File: src/rtl/aclink_rx_pkg.sv
package aclink_rx_pkg;
  localparam int unsigned SLOT_IDX_W = 4;
  localparam int unsigned DIR_OUT    = 0;
  localparam int unsigned DIR_IN     = 1;

  // Strobes from the control path to the datapath, all valid for one cycle.
  typedef struct packed {
    logic                  frameStart;
    logic                  bitEn;
    logic                  slotEnd;
    logic [SLOT_IDX_W-1:0] slotIdx;
  } rxCtl_t;
endpackage

File: src/rtl/aclink_rx_sync.sv
module aclink_rx_sync #(
  parameter int unsigned WIDTH  = 4,
  parameter int unsigned STAGES = 2
) (
  input  logic             clk,
  input  logic             rstN,
  input  logic [WIDTH-1:0] din,
  output logic [WIDTH-1:0] dout
);
  logic [STAGES-1:0][WIDTH-1:0] pipe;

  always_ff @(posedge clk) begin
    if (!rstN) begin
      pipe <= '0;
    end else begin
      pipe[0] <= din;
      for (int k = 1; k < STAGES; k++) pipe[k] <= pipe[k-1];
    end
  end

  assign dout = pipe[STAGES-1];
endmodule

File: src/rtl/aclink_rx_ctrl.sv
module aclink_rx_ctrl
  import aclink_rx_pkg::*;
#(
  parameter int unsigned SLOT0_BITS = 16,
  parameter int unsigned SLOT_BITS  = 20,
  parameter int unsigned NUM_SLOTS  = 13
) (
  input  logic   clk,
  input  logic   rstN,
  input  logic   bclkS,
  input  logic   syncS,
  output rxCtl_t ctl
);
  localparam int unsigned CNT_W = $clog2(SLOT_BITS + 1);
  localparam logic [CNT_W-1:0]      FIRST_LEFT = CNT_W'(SLOT0_BITS - 1);
  localparam logic [CNT_W-1:0]      NEXT_LEFT  = CNT_W'(SLOT_BITS - 1);
  localparam logic [SLOT_IDX_W-1:0] LAST_SLOT  = SLOT_IDX_W'(NUM_SLOTS - 1);

  logic                  bclkPrev;
  logic                  syncPrev1;  // sample at the previous falling edge
  logic                  syncPrev2;  // sample two falling edges back
  logic                  active;
  logic [SLOT_IDX_W-1:0] slotCur;
  logic [CNT_W-1:0]      bitsLeft;

  logic                  fallEdge;
  logic                  startNow;
  logic                  takeBit;
  logic                  slotDone;
  logic [SLOT_IDX_W-1:0] slotNow;
  logic [CNT_W-1:0]      leftNow;

  always_comb begin
    fallEdge = bclkPrev & ~bclkS;
    startNow = fallEdge & syncPrev1 & ~syncPrev2;
    takeBit  = fallEdge & (startNow | active);
    slotNow  = startNow ? '0 : slotCur;
    leftNow  = startNow ? FIRST_LEFT : bitsLeft;
    slotDone = takeBit && (leftNow == '0);
  end

  always_ff @(posedge clk) begin
    if (!rstN) begin
      bclkPrev  <= 1'b0;
      syncPrev1 <= 1'b0;
      syncPrev2 <= 1'b0;
      active    <= 1'b0;
      slotCur   <= '0;
      bitsLeft  <= '0;
    end else begin
      bclkPrev <= bclkS;
      if (fallEdge) begin
        syncPrev2 <= syncPrev1;
        syncPrev1 <= syncS;
      end
      if (takeBit) begin
        active <= 1'b1;
        if (slotDone) begin
          if (slotNow == LAST_SLOT) begin
            active <= 1'b0;
          end else begin
            slotCur  <= slotNow + 1'b1;
            bitsLeft <= NEXT_LEFT;
          end
        end else begin
          slotCur  <= slotNow;
          bitsLeft <= leftNow - 1'b1;
        end
      end
    end
  end

  assign ctl.frameStart = startNow;
  assign ctl.bitEn      = takeBit;
  assign ctl.slotEnd    = slotDone;
  assign ctl.slotIdx    = slotNow;
endmodule

File: src/rtl/aclink_rx_dpath.sv
module aclink_rx_dpath
  import aclink_rx_pkg::*;
#(
  parameter int unsigned SLOT0_BITS  = 16,
  parameter int unsigned SLOT_BITS   = 20,
  parameter int unsigned NUM_SLOTS   = 13,
  parameter int unsigned SAMPLE_BITS = 16,
  localparam int unsigned AUX_W      = NUM_SLOTS - 1
) (
  input  logic                             clk,
  input  logic                             rstN,
  input  rxCtl_t                           ctl,
  input  logic [1:0]                       dataS,
  output logic [1:0]                       slotStb,
  output logic [1:0][SLOT_IDX_W-1:0]       slotIdx,
  output logic [1:0][SAMPLE_BITS-1:0]      slotValue,
  output logic [1:0][AUX_W-1:0]            slotAux,
  output logic [1:0]                       rsvErr,
  output logic [1:0]                       addrErr
);
  // Field positions inside the assembled slot word (LSB = last bit in).
  localparam int unsigned TAG_READY = SLOT0_BITS - 1;
  localparam int unsigned TAG_MASK_HI = SLOT0_BITS - 2;
  localparam int unsigned TAG_MASK_LO = SLOT0_BITS - 1 - AUX_W;
  localparam int unsigned TAG_RSV   = TAG_MASK_LO - 1;
  localparam int unsigned ADDR_W    = 7;
  localparam int unsigned ADDR_HI   = SLOT_BITS - 2;
  localparam int unsigned ADDR_LO   = SLOT_BITS - 1 - ADDR_W;
  localparam int unsigned REQ_W     = 10;
  localparam int unsigned DATA_RSV_W = SLOT_BITS - SAMPLE_BITS;

  for (genvar d = 0; d < 2; d++) begin : g_dir
    logic [SLOT_BITS-2:0]  shReg;
    logic [SLOT_BITS-1:0]  word;
    logic [AUX_W-1:0]      validMask;
    logic [NUM_SLOTS-1:0]  enVec;
    logic [AUX_W-1:0]      s1Aux;
    logic                  s1Rsv;
    logic [SAMPLE_BITS-1:0] nVal;
    logic [AUX_W-1:0]      nAux;
    logic                  nRsv;
    logic                  nAddr;
    logic                  stbQ;
    logic [SLOT_IDX_W-1:0] idxQ;
    logic [SAMPLE_BITS-1:0] valQ;
    logic [AUX_W-1:0]      auxQ;
    logic                  rsvQ;
    logic                  addrQ;

    assign word = {shReg, dataS[d]};

    // Slot enable vector: slot 0 always, slot n from mask bit AUX_W-n.
    assign enVec[0] = 1'b1;
    for (genvar s = 1; s < NUM_SLOTS; s++) begin : g_en
      assign enVec[s] = validMask[AUX_W-s];
    end

    if (d == DIR_OUT) begin : g_cmd
      assign s1Aux = AUX_W'(word[SLOT_BITS-1]);
      assign s1Rsv = |word[ADDR_LO-1:0];
    end else begin : g_sts
      assign s1Aux = AUX_W'(word[ADDR_LO-1 -: REQ_W]);
      assign s1Rsv = word[SLOT_BITS-1] | (|word[ADDR_LO-1-REQ_W:0]);
    end

    always_comb begin
      nVal  = '0;
      nAux  = '0;
      nRsv  = 1'b0;
      nAddr = 1'b0;
      if (ctl.slotIdx == SLOT_IDX_W'(0)) begin
        nVal  = {word[TAG_READY], {(SAMPLE_BITS-3){1'b0}}, word[1:0]};
        nAux  = word[TAG_MASK_HI:TAG_MASK_LO];
        nRsv  = word[TAG_RSV];
      end else if (ctl.slotIdx == SLOT_IDX_W'(1)) begin
        nVal  = SAMPLE_BITS'(word[ADDR_HI:ADDR_LO]);
        nAux  = s1Aux;
        nRsv  = s1Rsv;
        nAddr = word[ADDR_LO];
      end else begin
        nVal = word[SLOT_BITS-1 -: SAMPLE_BITS];
        if (ctl.slotIdx == SLOT_IDX_W'(2)) nRsv = |word[DATA_RSV_W-1:0];
      end
    end

    always_ff @(posedge clk) begin
      if (!rstN) begin
        shReg     <= '0;
        validMask <= '0;
        stbQ      <= 1'b0;
        idxQ      <= '0;
        valQ      <= '0;
        auxQ      <= '0;
        rsvQ      <= 1'b0;
        addrQ     <= 1'b0;
      end else begin
        stbQ <= 1'b0;
        if (ctl.bitEn) shReg <= word[SLOT_BITS-2:0];
        if (ctl.frameStart) validMask <= '0;
        if (ctl.slotEnd) begin
          if (ctl.slotIdx == SLOT_IDX_W'(0)) validMask <= word[TAG_MASK_HI:TAG_MASK_LO];
          if (enVec[ctl.slotIdx]) begin
            stbQ  <= 1'b1;
            idxQ  <= ctl.slotIdx;
            valQ  <= nVal;
            auxQ  <= nAux;
            rsvQ  <= nRsv;
            addrQ <= nAddr;
          end
        end
      end
    end

    assign slotStb[d]   = stbQ;
    assign slotIdx[d]   = idxQ;
    assign slotValue[d] = valQ;
    assign slotAux[d]   = auxQ;
    assign rsvErr[d]    = rsvQ;
    assign addrErr[d]   = addrQ;
  end
endmodule

File: src/rtl/aclink_frame_rx.sv
module aclink_frame_rx
  import aclink_rx_pkg::*;
#(
  parameter int unsigned SLOT0_BITS  = 16,
  parameter int unsigned SLOT_BITS   = 20,
  parameter int unsigned NUM_SLOTS   = 13,
  parameter int unsigned SAMPLE_BITS = 16,
  parameter int unsigned SYNC_STAGES = 2,
  localparam int unsigned AUX_W      = NUM_SLOTS - 1
) (
  input  logic                        clk,
  input  logic                        rstN,
  input  logic                        syncIn,
  input  logic                        bitClkIn,
  input  logic                        sdoIn,
  input  logic                        sdiIn,
  output logic [1:0]                  slotStb,
  output logic [1:0][SLOT_IDX_W-1:0]  slotIdx,
  output logic [1:0][SAMPLE_BITS-1:0] slotValue,
  output logic [1:0][AUX_W-1:0]       slotAux,
  output logic [1:0]                  rsvErr,
  output logic [1:0]                  addrErr
);
  logic [3:0] pinsS;
  rxCtl_t     ctl;

  aclink_rx_sync #(.WIDTH(4), .STAGES(SYNC_STAGES)) u_sync (
    .clk  (clk),
    .rstN (rstN),
    .din  ({bitClkIn, syncIn, sdiIn, sdoIn}),
    .dout (pinsS)
  );

  aclink_rx_ctrl #(
    .SLOT0_BITS (SLOT0_BITS),
    .SLOT_BITS  (SLOT_BITS),
    .NUM_SLOTS  (NUM_SLOTS)
  ) u_ctrl (
    .clk   (clk),
    .rstN  (rstN),
    .bclkS (pinsS[3]),
    .syncS (pinsS[2]),
    .ctl   (ctl)
  );

  aclink_rx_dpath #(
    .SLOT0_BITS  (SLOT0_BITS),
    .SLOT_BITS   (SLOT_BITS),
    .NUM_SLOTS   (NUM_SLOTS),
    .SAMPLE_BITS (SAMPLE_BITS)
  ) u_dpath (
    .clk       (clk),
    .rstN      (rstN),
    .ctl       (ctl),
    .dataS     (pinsS[1:0]),
    .slotStb   (slotStb),
    .slotIdx   (slotIdx),
    .slotValue (slotValue),
    .slotAux   (slotAux),
    .rsvErr    (rsvErr),
    .addrErr   (addrErr)
  );
endmodule

File: config.mk
export PLATFORM = sky130hd
export DESIGN_NAME = aclink_frame_rx
export DESIGN_NICKNAME = d
export VERILOG_FILES = /design/src/rtl/aclink_rx_pkg.sv /design/src/rtl/aclink_rx_sync.sv /design/src/rtl/aclink_rx_ctrl.sv /design/src/rtl/aclink_rx_dpath.sv /design/src/rtl/aclink_frame_rx.sv
export SDC_FILE = /design/constraint.sdc
export NUM_CORES = 1
export LEC_CHECK = 0
export BUFFER_PORTS_ARGS = -buffer_cell sky130_fd_sc_hd__buf_2
export CAP_MARGIN = 40
export CORE_UTILIZATION = 40
export CTS_CLUSTER_DIAMETER = 200
export DETAILED_ROUTE_END_ITERATION = 8
export PLACE_DENSITY_LB_ADDON = 0.15
export SYNTH_ARGS = -nofsm -noshare
export SYNTH_HDL_FRONTEND = slang
export SYNTH_SLANG_ARGS = --single-unit
File: constraint.sdc
create_clock -name clk -period 8.9 [get_ports clk]
set_input_delay 2.67 -clock clk [delete_from_list [all_inputs] [get_ports clk]]
set_output_delay 2.67 -clock clk [all_outputs]
set_load 0.02 [all_outputs]
Yosys cells after proc, flatten, opt, wreduce, memory -nomap -nowiden

Cells that the tools add are included.

Bitwise operators: 8
$lt $le $gt $ge: 1
Eq/ne operators: 4
Add/subtract/negate cells: 2
Muxes and demuxes: 38
Reduce and logical (&&, ||, !) cells: 11

Operator list:

| operator                                            | count |
|---|---|
| two-way mux 12 bit                                  | 8 |
| two-way mux 16 bit                                  | 4 |
| two-way mux 1 bit                                   | 17 |
| two-way mux 5 bit                                   | 3 |
| two-way mux 4 bit                                   | 3 |
| OR reduction 12 bit                                 | 1 |
| two-way mux 10 bit                                  | 1 |
| binary-select mux 1 bit (select 4 bit)              | 2 |
| AND reduction 2 bit                                 | 4 |
| OR reduction 4 bit                                  | 2 |
| zero test 5 bit                                     | 1 |
| < comparator 4 x 5 -> 1 bit, second input constant  | 1 |
| subtractor 5 x 1 -> 5 bit, second input constant    | 1 |
| adder 4 x 1 -> 4 bit, second input constant         | 1 |
| bitwise AND 1 bit                                   | 4 |
| equality test 4 x 1 -> 1 bit, second input constant | 1 |
| equality test 4 x 2 -> 1 bit, second input constant | 1 |
| equality test 4 bit, second input constant          | 1 |
| zero test 4 bit                                     | 1 |
| != test 2 bit, second input constant                | 1 |
| inverter 1 bit                                      | 2 |
| bitwise OR 1 bit                                    | 2 |
| OR reduction 2 bit                                  | 1 |
| logical AND 1 bit                                   | 1 |

Output and inout bits: 70
Bits in registers: 153
Logic and storage cells: 88

Longest topological paths before layout

Gate-level depths: netlist of the first run.

Word-level depth: 9
Gate-level depth with buffers: 11
Mapped depth without buffers: 8

Hierarchy

From an unflattened synthesis of the first run, not the netlist that was laid out.

Cells, all modules: 700
Area total of the unflattened synthesis: 6613.8 um^2

By module, submodules not included:

| module          | cells an instance | instances | area each (um^2) |
|---|---|---|---|
| aclink_rx_dpath | 591               | 1         | 5626.6 |
| aclink_rx_ctrl  | 89                | 1         | 747.0 |
| aclink_rx_sync  | 20                | 1         | 240.2 |

Least setup slack after synthesis of the first run

Ideal clock, no wire load.

Path kind: input to register
Start point: in rstN
End point: reg u_dpath.g_dir[0].validMask[1]
Data arrival time: 3.737 ns
Buffers on the path: 3
Stages on the path: 5
Path slack: 5.035 ns
Data required time: 8.772 ns
Path through: clkbuf_1 > inv_2 > buf_1 > clkbuf_1 > nor2_1

RTL lines:

| element              | line                   | text |
|---|---|---|
| from (decl)          | aclink_frame_rx.sv:12  | `input logic rstN,` |
| to (signal assigned) | aclink_rx_dpath.sv:101 | `if (ctl.slotIdx == SLOT_IDX_W'(0)) validMask <= word[TAG_MASK_HI:TAG_MASK_LO];` |
| to (decl)            | aclink_rx_dpath.sv:35  | `logic [AUX_W-1:0] validMask;` |

No word-level cell between the ends.

==> results of run 1 <==
## registers in the layout, summed over array words and instances, names as in the netlist
register	flops
u_dpath.g_dir.addrQ	2
u_ctrl.syncPrev2	1
u_ctrl.slotCur	4
u_dpath.g_dir.rsvQ	2
u_dpath.g_dir.idxQ	8
u_sync.pipe	4
u_dpath.g_dir.stbQ	2
u_ctrl.active	1
u_sync.dout	4
u_ctrl.syncPrev1	1
u_ctrl.bclkPrev	1
u_dpath.g_dir.auxQ	24
u_dpath.g_dir.validMask	24
u_dpath.g_dir.valQ	32
u_dpath.g_dir.shReg	38
u_ctrl.bitsLeft	5
## worst max-delay path by stage
stage	startpoint	to	slack, ns	cells after the start
6_report	rstN	u_dpath.g_dir[0].valQ[4]$_SDFFE_PN0P_	4.15	6
3_5_place_dp	rstN	u_dpath.g_dir[0].valQ[9]$_SDFFE_PN0P_	3.63	6
4_1_cts	rstN	u_dpath.g_dir[0].valQ[9]$_SDFFE_PN0P_	4.09	6
5_1_grt	rstN	u_dpath.g_dir[1].valQ[6]$_SDFFE_PN0P_	3.88	6
2_1_floorplan	rstN	u_dpath.g_dir[0].validMask[1]$_SDFF_PN0_	5.04	5
3_3_place_gp	rstN	u_dpath.g_dir[0].valQ[12]$_SDFFE_PN0P_	3.79	6
## per-stage QoR
step | hold slack [ns] | power [mW]
final | 0.4310 | 1.399
after global routing | 0.4398 | 1.440
after floorplan | 0.4119 | 0.7173
after global placement | 0.4174 | 0.7219
after detailed placement | 0.4169 | 0.7223
after CTS | 0.4316 | 1.410
## area by class of cell
type,count,area [sq um]
fillers,1554,8376
multi-input cells,539,3227
flip-flops and latches,153,3063
repair buffers,91,530.5
clock buffers,21,470.5
well taps,216,270.3
clock inverters,10,95.09
inverters,7,26.28
## metal layers
metal	GRT usage	share of wire	up-vias	routed length [um]
met3	0.03990	0.046	22	786
met5	0	0	-	0
li1	-	-	2763	-
met1	0.2800	0.47	2687	8034
met4	0.09939	0.021	0	361
met2	0.3380	0.46	147	7937
## power by group through the flow
stage	Sequential, mW	Clock, mW	Combinational [mW]
2_1_floorplan	0.702	0	0.0149
3_3_place_gp	0.703	0	0.0191
3_5_place_dp	0.703	0	0.0195
4_1_cts	0.688	0.703	0.0195
5_1_grt	0.687	0.730	0.0218
6_report	0.688	0.692	0.0193
## kinds of logic (layout without fill, tap and decap cells)
kind of cell / count (synthesis) / in the layout / share of synthesized area
mux: 56 / 56 / 0.09065
compound gates: 168 / 168 / 0.1787
flops: 153 / 153 / 0.4614
fa+ha+maj: 1 / 1 / 0.001884
xor+xnor: 3 / 3 / 0.003959
simple gates: 311 / 311 / 0.2094
buf+inv: 73 / 129 / 0.05409
## worst max-delay path: cells and delay by family
family / cells / cell delay (ns)
buffers and inverters: 3 / 1.40
muxes: 1 / 0.17
and+or+nand+nor: 2 / 0.79
## cells in the final DEF (no fill, tap or decap), types with 2 or more instances in the layout
cell / Yosys / layout
nand2_1: 184 / 184
dfxtp_1: 153 / 153
buf_2: 11 / 75
a21oi_1: 64 / 63
mux2i_1: 41 / 41
nand3_1: 38 / 38
nor2_1: 37 / 36
a22oi_1: 24 / 24
clkbuf_16: 0 / 17
mux2_2: 12 / 12
o21ai_0: 12 / 12
buf_4: 9 / 12
o21ai_1: 12 / 11
a41o_1: 11 / 11
and2_1: 11 / 11
nor3_1: 10 / 10
a211oi_2: 8 / 8
a211oi_1: 7 / 7
inv_1: 6 / 6
a22o_1: 6 / 6
nor4_1: 6 / 6
nand2b_1: 5 / 5
a221oi_1: 4 / 4
nor2b_1: 3 / 3
nand4_1: 3 / 3
o211ai_1: 3 / 3
clkinv_4: 0 / 3
clkinv_2: 0 / 3
clkbuf_8: 0 / 3
mux4_2: 2 / 2
a31oi_1: 2 / 2
or3_1: 2 / 2
xor2_1: 2 / 2
clkinvlp_4: 0 / 2
buf_6: 5 / 2
==> run metrics, run 1 <==
Slew HR 0.4193; actual slew at the worst max-slew pin 0.8698 ns; DRT Wirelength 17120 um; Async SR Flop Fraction 0; skew final 0.008317 ns; Synth area leaders dfxtp_1, nand2_1, mux2i_1; R2R depth 9; Max Freq 210.5 MHz; Core ar. 16060 sq um; chip width 130.8 um; initial core utilization 0.4134; synthesized flop and latch total 153; placement-stage cell area 7112 sq um; CP peak stage delay 0.65 ns; Worst setup EP type flip-flop; Port-buffer cells 75; vias per inst 5.419; FF-to-FF End u_dpath.g_dir[1].valQ[6]$_SDFFE_PN0P_; post-synth net total 772; Reg2Reg Setup Slack 5.23 ns; Critical Path Start Type input port; Reg clk slew, reported paths 0.06 ns; final design utilization 0.4784; IO Pins 76; final setup margin 4.149 ns; GRT Overall Usage 0.2131; Final nets 816; Switch Pwr 0.3033 mW; largest net degree at the start of global routing 64; critical path type input port to flip-flop; worst-path maximum fanout 63; Yosys top cell area share 0.4614; sequential area share after synthesis 0.4614; n_diodes 0; CTS Hold Buffers Added 0; Post-CTS Resized 0; crit share post-route 0.5338; Avg WL per Cell 16.51 um; Power Density 182.1 nW/um^2; DP Cell Count 1005; final worst path period need 4.751 ns; root buf cell clkbuf_16; DRT Pass-1 Iters 6; Unique masters post-synth 63; DP HPWL 11550 um; # setup viols final 0; Seq pwr share 0.492; global-route wire length before repair 27910 um; H-tree Lvls 4; most common cell in the netlist nand2_1; critical path arrival 5.10 ns; hold endpoint u_sync.dout[0]$_SDFF_PN0_; Finished Layout Cells 1037; RSZ-0062 raised after global routing false; Post-Synthesis Cells 765; FP Rows 46; Iter 0 DRT Violations 440; number of flops mapped to enable cells by yosys 0; Mean Syn Cell Area 8.678 sq um; Max-Cap Viols 0; Final ANT Viol Nets 0; maximum vdd drop 0.1485 mV; die height 130.8 um; Slowest-stage cell, CP nor2_1; Sink Count 153; hold_sp u_sync.pipe[0]$_SDFF_PN0_; Sw Share 0.2168; postcts setup bufs 0; setup TNS 0 ns; Synth area leader dfxtp_1; Main synth FF type dfxtp_1; CTS tree yes; initial antenna violation count 0; detailed-route via count 5619; P_int 1.096 mW; worst path cell trace buf_4 -> inv_2 -> buf_4 -> nor2_1 -> nand2_1 -> mux2i_1; Syn Std Cell Area 6639 sq um; FF-to-FF Start u_sync.dout[3]$_SDFF_PN0_; status complete, no violations; GPL Wtd Cong 0.7993; Comb power frac 0.014; Max Slew Vio Count 0; CP required 9.25 ns; worst hold-check path type flip-flop to flip-flop; vias in the first global route 5329; share of layout cells above drive strength 1 0.1937; DIE AREA 17120 sq um; grt total ovfl 0; fin area 7682 sq um; TritonCTS Buffers 17; most frequent CP cell buf_4; Clock Path Buffers 2; Static Leakage 2.950 nW; clock share of power 0.495; Layout Area Growth over Synthesis 15.72%; Ys Warns 0; Post-route DRC 0; Worst-Skew Late Latency 0.43 ns; final hold violations 0; pre-CTS setup slack 3.631 ns; Hold Path Stages 1; most frequent cells after synthesis nand2_1, dfxtp_1, a21oi_1, mux2i_1, nand3_1
Power figures use the tool's default switching activity.
==> run 2: changes to the inputs <==
- clock period: 8.9 -> 4.3 ns (I/O delays scaled with it)
==> run metrics, run 2 (same netlist as run 1, synthesis figures left out) <==
status complete, no violations; Largest register FFs 38 (unchanged); critical path arrival 3.59 ns (-1.51 ns); Iter 0 DRT Violations 332 (-25%); initial antenna violation count 0 (unchanged); Worst setup EP type flip-flop; Static Leakage 2.975 nW (+0.85%); Post-CTS Resized 0 (unchanged); Layout Area Growth over Synthesis 16.58%; Core ar. 16060 sq um (unchanged); overall power 2.903 mW (+110%); worst-path maximum fanout 22 (-65%); DRT Wirelength 17000 um (-0.72%); final worst path period need 3.239 ns; TritonCTS Buffers 17 (unchanged); Reg clk slew, reported paths 0.06 ns (about the same); IO Pins 76 (unchanged); postcts setup bufs 0 (unchanged); final design utilization 0.4820 (+0.003584); worst path cell trace and4bb_2 -> nor2_1 -> ha_1 -> or4b_4 -> nor4_4 -> o311ai_4 -> nand2_2 -> mux2i_1; critical path type flip-flop to flip-flop; FP Rows 46 (unchanged); DP HPWL 11420 um (-1.1%); Max-Cap Viols 0 (unchanged); Avg WL per Cell 16.33 um (-1.1%); skew final 0.008650 ns (+0.0003324 ns); # setup viols final 0 (unchanged); Final nets 819 (+0.37%); P_int 2.238 mW (+100%); CTS Hold Buffers Added 0 (unchanged); final hold violations 0 (unchanged); share of layout cells above drive strength 1 0.1988 (+0.005122); maximum vdd drop 0.2756 mV (+86%); Seq pwr share 0.490 (-0.002); DIE AREA 17120 sq um (unchanged); Max Slew Vio Count 0 (unchanged); DP Cell Count 1009 (+0.40%); Sink Count 153 (unchanged); fill count 1521 (-2.1%); Final ANT Viol Nets 0 (unchanged); Top reg by flops u_dpath.g_dir.shReg; CTS tree yes; Post-route DRC 0 (unchanged); detailed-route via count 5618 (-0.018%); Max Freq 308.7 MHz; H-tree Lvls 4 (unchanged); grt total ovfl 0 (unchanged); vias per inst 5.397 (-0.40%); most common cell after layout, fill and taps aside nand2_1; Switch Pwr 0.6649 mW (+120%); root buf cell clkbuf_16; worst hold-check path type flip-flop to flip-flop; actual slew at the worst max-slew pin 0.8145 ns (-0.05536 ns); largest registers u_dpath.g_dir.shReg (38), u_dpath.g_dir.valQ (32); global-route wire length before repair 27510 um (-1.4%); CP required 4.65 ns (-4.60 ns); Power Density 375.0 nW/um^2 (+110%); Clock Path Buffers 2 (unchanged); clock share of power 0.495 (about the same); Worst-Skew Late Latency 0.43 ns (about the same); DRT Pass-1 Iters 5 (-1); Slowest-stage cell, CP nand2_2; initial core utilization 0.4134 (unchanged); die height 130.8 um (unchanged); largest net degree at the start of global routing 80 (+25%); Critical Path Start Type flip-flop; Comb power frac 0.015 (about the same); setup TNS 0 ns (unchanged); Sw Share 0.2291 (+0.01231); Slew HR 0.4563 (+0.03695); crit share post-route 0.7534; Port-buffer cells 75 (unchanged); vias in the first global route 5345 (+0.30%); chip width 130.8 um (unchanged); RSZ-0062 raised after global routing false; GRT Overall Usage 0.2082 (-0.004840); most frequent cells in the layout nand2_1, dfxtp_1, buf_2, a21oi_1, mux2i_1; Reg2Reg Setup Slack 1.06 ns (-4.17 ns); CP peak stage delay 0.54 ns (-0.11 ns); Finished Layout Cells 1041 (+0.39%); GPL Wtd Cong 0.8117 (+1.6%); fin area 7740 sq um (+0.75%); n_diodes 0 (unchanged); placement-stage cell area 7174 sq um (+0.88%)
==> run 2: cell types whose count changed in the layout (fill, tap and decap cells not counted), sizes merged <==
| cell | change |
|---|---|
| buf | +3 |
| clkbuf | -4 |
| clkinv | -2 |
| clkinvlp | +1 |
| inv | +6 |
==> run 2: worst max-delay path, delay by kind of cell (launching register included) <==
kind	cells	cell delay, ns
compound gates	1	0.24
simple gates	5	2.03
mux	1	0.26
flops	1	0.37
fa+ha+maj	1	0.23
==> run 2: layout make-up <==
type	count	area [sq um]	share of cell area
clock inverters	15	140.1	0.01811
repair buffers	94	588.1	0.07598
well taps	216	270.3	0.03492
flip-flops and latches	153	3063	0.3957
clock buffers	17	425.4	0.05496
inverters	7	26.28	0.003395
multi-input cells	539	3227	0.4169
==> run 2: final timing paths <==
check	from	end	cells past startpoint
worst max register to register	u_sync.dout[3]$_SDFF_PN0_	u_dpath.g_dir[1].valQ[9]$_SDFFE_PN0P_	8
worst max-delay path	u_sync.dout[3]$_SDFF_PN0_	u_dpath.g_dir[1].valQ[9]$_SDFFE_PN0P_	8
worst min-delay path	u_sync.pipe[2]$_SDFF_PN0_	u_sync.dout[2]$_SDFF_PN0_	1
worst min register to register	u_sync.pipe[2]$_SDFF_PN0_	u_sync.dout[2]$_SDFF_PN0_	1
==> run 2: stage by stage <==
| step | hold slack [ns] | setup slack, ns |
|---|---|---|
| 4_1_cts | 0.4357 | 1.018 |
| 5_1_grt | 0.4532 | 0.7881 |
| 3_5_place_dp | 0.4203 | 1.041 |
| 6_report | 0.4326 | 1.061 |
| 3_3_place_gp | 0.4163 | 0.8597 |
| 2_1_floorplan | 0.4119 | 1.432 |
==> run 2: routing by layer <==
layer,global-route usage,vias to the layer above,routed length (um)
met1,0.2777,2669,8189
met5,0,-,0
met3,0.03990,27,755
met4,0.08452,0,288
met2,0.3305,149,7763
li1,-,2773,-
==> run 2: power groups by stage <==
stage	logic [mW]	registers [mW]	clock network, mW
after floorplan	0.0309	1.45	0
after global routing	0.0484	1.42	1.53
final	0.0436	1.42	1.44
after global placement	0.0400	1.45	0
after detailed placement	0.0437	1.45	0
after CTS	0.0439	1.42	1.47
